===== config.mk =====
export PLATFORM = sky130hd
export DESIGN_NAME = burst_addr_seq
export DESIGN_NICKNAME = d
export VERILOG_FILES = /design/src/rtl/burst_seq_pkg.sv /design/src/rtl/bas_strobe_arb.sv /design/src/rtl/bas_beat_counter.sv /design/src/rtl/bas_order_map.sv /design/src/rtl/burst_addr_seq.sv
export SDC_FILE = /design/constraint.sdc
export NUM_CORES = 1
export LEC_CHECK = 0
export ABC_AREA = 1
export BUFFER_PORTS_ARGS = -buffer_cell sky130_fd_sc_hd__buf_2
export CAP_MARGIN = 15
export CORE_MARGIN = 2
export CORE_UTILIZATION = 43
export CTS_BUF_LIST = sky130_fd_sc_hd__clkbuf_8
export DETAILED_ROUTE_END_ITERATION = 16
export GPL_TIMING_DRIVEN = 1
export PLACE_DENSITY = 0.77
export SLEW_MARGIN = 5
export SYNTH_ARGS = -nofsm -noshare
export SYNTH_HDL_FRONTEND = slang
export SYNTH_SLANG_ARGS = --single-unit

===== constraint.sdc =====
create_clock -name clk -period 1.01 [get_ports clk]
set_clock_uncertainty 0.15 [all_clocks]
set_input_delay 0.202 -clock clk [delete_from_list [all_inputs] [get_ports clk]]
set_output_delay 0.202 -clock clk [all_outputs]
set_load 0.05 [all_outputs]

===== src/rtl/burst_seq_pkg.sv =====
package burst_seq_pkg;

  typedef enum logic [1:0] {
    SRC_NONE = 2'd0,
    SRC_PROC = 2'd1,
    SRC_CTRL = 2'd2
  } load_src_e;

  // all three enables active at their own polarity
  function automatic logic enables_ok(input logic e1_n, input logic e2, input logic e3_n);
    return (!e1_n) && e2 && (!e3_n);
  endfunction

endpackage


===== src/rtl/bas_strobe_arb.sv =====
module bas_strobe_arb
  import burst_seq_pkg::*;
(
  input  logic      strb_proc_n,
  input  logic      strb_ctrl_n,
  input  logic      en1_n,
  output load_src_e src,
  output logic      load
);
  logic proc_take;
  logic ctrl_take;

  always_comb begin
    proc_take = !strb_proc_n && !en1_n;
    ctrl_take = !strb_ctrl_n && !proc_take;
    if (proc_take)      src = SRC_PROC;
    else if (ctrl_take) src = SRC_CTRL;
    else                src = SRC_NONE;
    load = proc_take || ctrl_take;
  end
endmodule


===== src/rtl/bas_beat_counter.sv =====
module bas_beat_counter #(
  parameter int unsigned BEAT_W = 2
) (
  input  logic              clk,
  input  logic              rst_n,
  input  logic              load,
  input  logic              step,
  output logic [BEAT_W-1:0] beats
);
  always_ff @(posedge clk) begin
    if (!rst_n)    beats <= '0;
    else if (load) beats <= '0;
    else if (step) beats <= beats + 1'b1;
  end
endmodule


===== src/rtl/bas_order_map.sv =====
module bas_order_map #(
  parameter int unsigned BEAT_W = 2
) (
  input  logic [BEAT_W-1:0] start,
  input  logic [BEAT_W-1:0] beats,
  input  logic              ilv,
  output logic [BEAT_W-1:0] low
);
  logic [BEAT_W-1:0] lin_low;
  logic [BEAT_W-1:0] ilv_low;

  assign lin_low = start + beats;

  genvar gi;
  generate
    for (gi = 0; gi < BEAT_W; gi++) begin : g_xor
      assign ilv_low[gi] = start[gi] ^ beats[gi];
    end
  endgenerate

  assign low = ilv ? ilv_low : lin_low;
endmodule


===== src/rtl/burst_addr_seq.sv =====
module burst_addr_seq
  import burst_seq_pkg::*;
#(
  parameter int unsigned ADDR_W = 18,
  parameter int unsigned BEAT_W = 2
) (
  input  logic              clk,
  input  logic              rst_n,
  input  logic [ADDR_W-1:0] addr_in,
  input  logic              strb_proc_n,
  input  logic              strb_ctrl_n,
  input  logic              adv_n,
  input  logic              en1_n,
  input  logic              en2,
  input  logic              en3_n,
  input  logic              order_ilv,
  output logic [ADDR_W-1:0] cur_addr,
  output logic              selected,
  output logic              load_pulse
);
  localparam int unsigned HI_W = ADDR_W - BEAT_W;

  load_src_e         src;
  logic              load_evt;
  logic              step_evt;
  logic [ADDR_W-1:0] base_q;
  logic [BEAT_W-1:0] beats;
  logic [BEAT_W-1:0] low_bits;

  bas_strobe_arb u_arb (
    .strb_proc_n (strb_proc_n),
    .strb_ctrl_n (strb_ctrl_n),
    .en1_n       (en1_n),
    .src         (src),
    .load        (load_evt)
  );

  assign step_evt = !load_evt && !adv_n && selected;

  bas_beat_counter #(.BEAT_W(BEAT_W)) u_cnt (
    .clk   (clk),
    .rst_n (rst_n),
    .load  (load_evt),
    .step  (step_evt),
    .beats (beats)
  );

  always_ff @(posedge clk) begin
    if (!rst_n) begin
      base_q     <= '0;
      selected   <= 1'b0;
      load_pulse <= 1'b0;
    end else begin
      load_pulse <= load_evt;
      if (src != SRC_NONE) begin
        base_q   <= addr_in;
        selected <= enables_ok(en1_n, en2, en3_n);
      end
    end
  end

  bas_order_map #(.BEAT_W(BEAT_W)) u_map (
    .start (base_q[BEAT_W-1:0]),
    .beats (beats),
    .ilv   (order_ilv),
    .low   (low_bits)
  );

  assign cur_addr = {base_q[ADDR_W-1 -: HI_W], low_bits};
endmodule


==> flow_metrics.py <==
metrics = {
    "floorplanning": {
        "initial_core_util": 0.458,
        "die_area_um2": 2790,
        "row_count": 17,
        "core_um2": 2230,
        "ioPinCount": 47,
        "dieWidth_um": 52.8,
        "die_h_um": 52.8,
    },
    "drt": {
        "ant_nets": 0,
        "via_count": 928,
        "routed_wl_um": 2460,
        "drt_first_pass_iters": 4,
        "wl_per_cell_um": 11.6,
        "drtIter0Drc": 17,
        "drc": 0,
        "avgViaCountPerCell": 4.36,
    },
    "setup_path": {
        "start_kind": "register",
        "critPathKind": "register to output port",
        "critPathSlowestCell": "dfxtp_4",
        "arrival_ns": 1.27,
        "critPathMaxStageDelay_ns": 0.37,
        "cp.required_ns": 0.66,
        "path_cells": "ha_4 -> inv_1 -> nor2_2 -> xor2_1 -> inv_2 -> buf_6",
        "critPathCaptureType": "output port",
        "path_max_fanout": 2,
    },
    "final_layout": {
        "stdcell_count": 213,
        "final_util": 0.748,
        "drive_gt1_frac": 0.541,
        "seqCellArea_um2": 470,
        "multiInputGateArea_um2": 394,
        "syn2layout_area_growth_pct": 63.3,
        "diodes": 0,
        "fin_nets": 214,
        "nFillCells": 145,
    },
    "global_route": {
        "grt_max_degree": 20,
        "grt_pass1_vias": 990,
        "track_usage": 0.193,
        "antenna_found_initial": 0,
        "overflow": 0,
        "grt_pass1_wl_um": 3910,
    },
    "clock_network": {
        "cts_tree": "built",
        "clkSinkCount": 22,
        "clock_latency_ns": 0.25,
        "htreeDepth": 1,
        "cts_buffers": 3,
        "cts_root_buf": "clkbuf_8",
        "clk_pin_slew_worst_paths_ns": 0.07,
        "max-clock-path-buffers": 2,
    },
    "hold_path": {
        "worstHoldPathType": "input port to register",
    },
    "yosys": {
        "ys_types": 23,
        "yosysSeqAreaShare": 0.430,
        "syn-cell-area_um2": 1020,
        "ys_ff_latch": 22,
        "avgSynthCellArea_um2": 8.00,
        "yosys_warnings": 0,
        "synth_cells": 128,
        "synthesis.nets": 156,
    },
    "sta": {
        "max_slew.worst_pin.slew_ns": 0.195,
        "timing.fmax_ghz": 0.618,
        "rsz0062_at_grt": "yes",
        "finalHoldViolCount": 0,
        "slew_violations": 0,
        "fin_crit_sh": 1.60,
        "relSlewSlack": 0.869,
        "setup_viol": 22,
        "finalCriticalPeriod_ns": 1.62,
        "setup_ws_ns": -0.609,
    },
    "power_and_ir_drop": {
        "p_leak_uw": 0.000846,
        "max-vdd-ir-drop_mv": 1.07,
        "power_density_nw_per_um2": 1250,
    },
    "status": {
        "outcome": "complete, but fails checks",
        "failed_checks": "setup timing",
    },
    "placed_design": {
        "gp_congestion": 0.651,
        "port_buffers": 46,
        "dp_cells": 189,
        "hpwl_um": 1430,
    },
    "flow_run": {
        "drv_cap": 0,
    },
}
worst max-delay path, delay by kind of cell, from the launching register on:
kind	cells	cell delay, ns
flops	1	0.37
simple gates	1	0.09
xor+xnor	1	0.18
fa+ha+maj	1	0.13
buf+inv	3	0.24
placed cells by master, fill, tap and decap left out:
master          n
a21oi_1         1
buf_12          1
buf_2          26
buf_4           7
buf_6           4
buf_8          17
clkbuf_8        3
dfxtp_1         2
dfxtp_2        18
dfxtp_4         2
dlygate4sd3_1  17
ha_4            1
inv_1           8
inv_2           1
inv_4           1
inv_6           2
nand2_1        47
nand2_2        10
nand2_4         2
nand3_1         2
nand3b_1        1
nand4_1         1
nor2_1          2
nor2_2          3
nor2_4          2
o211ai_1        1
o21ai_1         1
xnor2_1         1
xor2_1          1
Yosys cell counts:
cell type,instances,area (um2)
xnor2_1,1,8.76
buf_12,1,20.0
nor2_4,2,22.5
nand2_1,48,180
inv_1,8,30.0
nand2_2,10,62.6
dfxtp_1,22,440
a21oi_1,1,5.00
o211ai_1,1,7.51
nand4_1,1,6.26
nor2_1,3,11.3
nand3b_1,1,7.51
ha_1,1,12.5
o21ai_1,1,5.00
inv_2,1,3.75
nand2_4,1,11.3
inv_6,1,8.76
buf_6,2,22.5
xor2_1,1,8.76
nand3_1,2,10.0
inv_4,1,6.26
buf_4,16,120
nor2_2,2,12.5
per-stage QoR:
| step | total power [uW] | cell area [um2] | setup slack, ns | hold WS, ns | setup TNS (ns) |
|---|---|---|---|---|---|
| after floorplan | 1330 | 1050 | -0.222 | 0.144 | -0.259 |
| after global placement | 1380 | 1210 | -0.332 | 0.239 | -2.78 |
| after detailed placement | 1400 | 1210 | -0.380 | 0.245 | -3.21 |
| after CTS | 2080 | 1630 | -0.600 | 0.00699 | -2.67 |
| after global routing | 2200 | 1670 | -0.669 | 0.0402 | -3.31 |
| final | 2090 | 1670 | -0.609 | 0.0126 | -2.54 |
worst paths after layout:
path,cells after the start,to,slack [ns],startpoint
min,3,base_q[7]$_SDFFE_PN0P_,0.01,addr_in[7]
max reg2reg,4,u_cnt.beats[0]$_SDFFE_PP0P_,-0.02,u_cnt.beats[0]$_SDFFE_PP0P_
max,6,cur_addr[1],-0.61,base_q[0]$_SDFFE_PN0P_
min reg2reg,2,base_q[10]$_SDFFE_PN0P_,0.31,base_q[10]$_SDFFE_PN0P_
timing repair:
| item | CTS | global route |
|---|---|---|
| hold buffers | 17 | 0 |
| resized for setup | 68 | 11 |
| hold endpoints to repair | 17 | 0 |
| pin swaps | 2 | 1 |
| endpoints found under the setup margin | 22 | 23 |
| buffers inserted | 3 | 0 |
metal layers:
| layer | up-vias | part of all wire | track usage |
|---|---|---|---|
| met5 | - | 0 | 0 |
| met4 | 0 | 0.011 | 0.0556 |
| met3 | 2 | 0.080 | 0.0629 |
| met2 | 36 | 0.52 | 0.381 |
| met1 | 411 | 0.39 | 0.186 |
| li1 | 479 | - | - |
report_power, final:
group	switching, uW	total [uW]	internal (uW)
sequential	45.6	973	927
clock	252	522	270
combinational	324	597	272
total	622	2090	1470
state kept, by name, indices dropped and copies added (netlist names):
signal,flops
u_cnt.beats,2
selected,1
base_q,18
load_pulse,1
cell families (layout without fill, tap and decap cells):
logic type / Yosys count / in the layout / share of synthesized area
AO/OA/AOI/OAI: 3 / 3 / 0.0171
XOR/XNOR: 2 / 2 / 0.0171
adder cells (fa/ha/maj): 1 / 1 / 0.0122
buffers and inverters: 30 / 87 / 0.207
flip-flops: 22 / 22 / 0.430
AND/OR/NAND/NOR: 70 / 70 / 0.317
cell type report:
type,instances,share of cell area
multi-input cells,76,0.236
repair buffers,72,0.403
flip-flops and latches,22,0.281
clock inverters,1,0.00225
clock buffers,3,0.0247
inverters,11,0.0322
well taps,28,0.0210
Note: power is estimated with default switching activity, not from simulation.
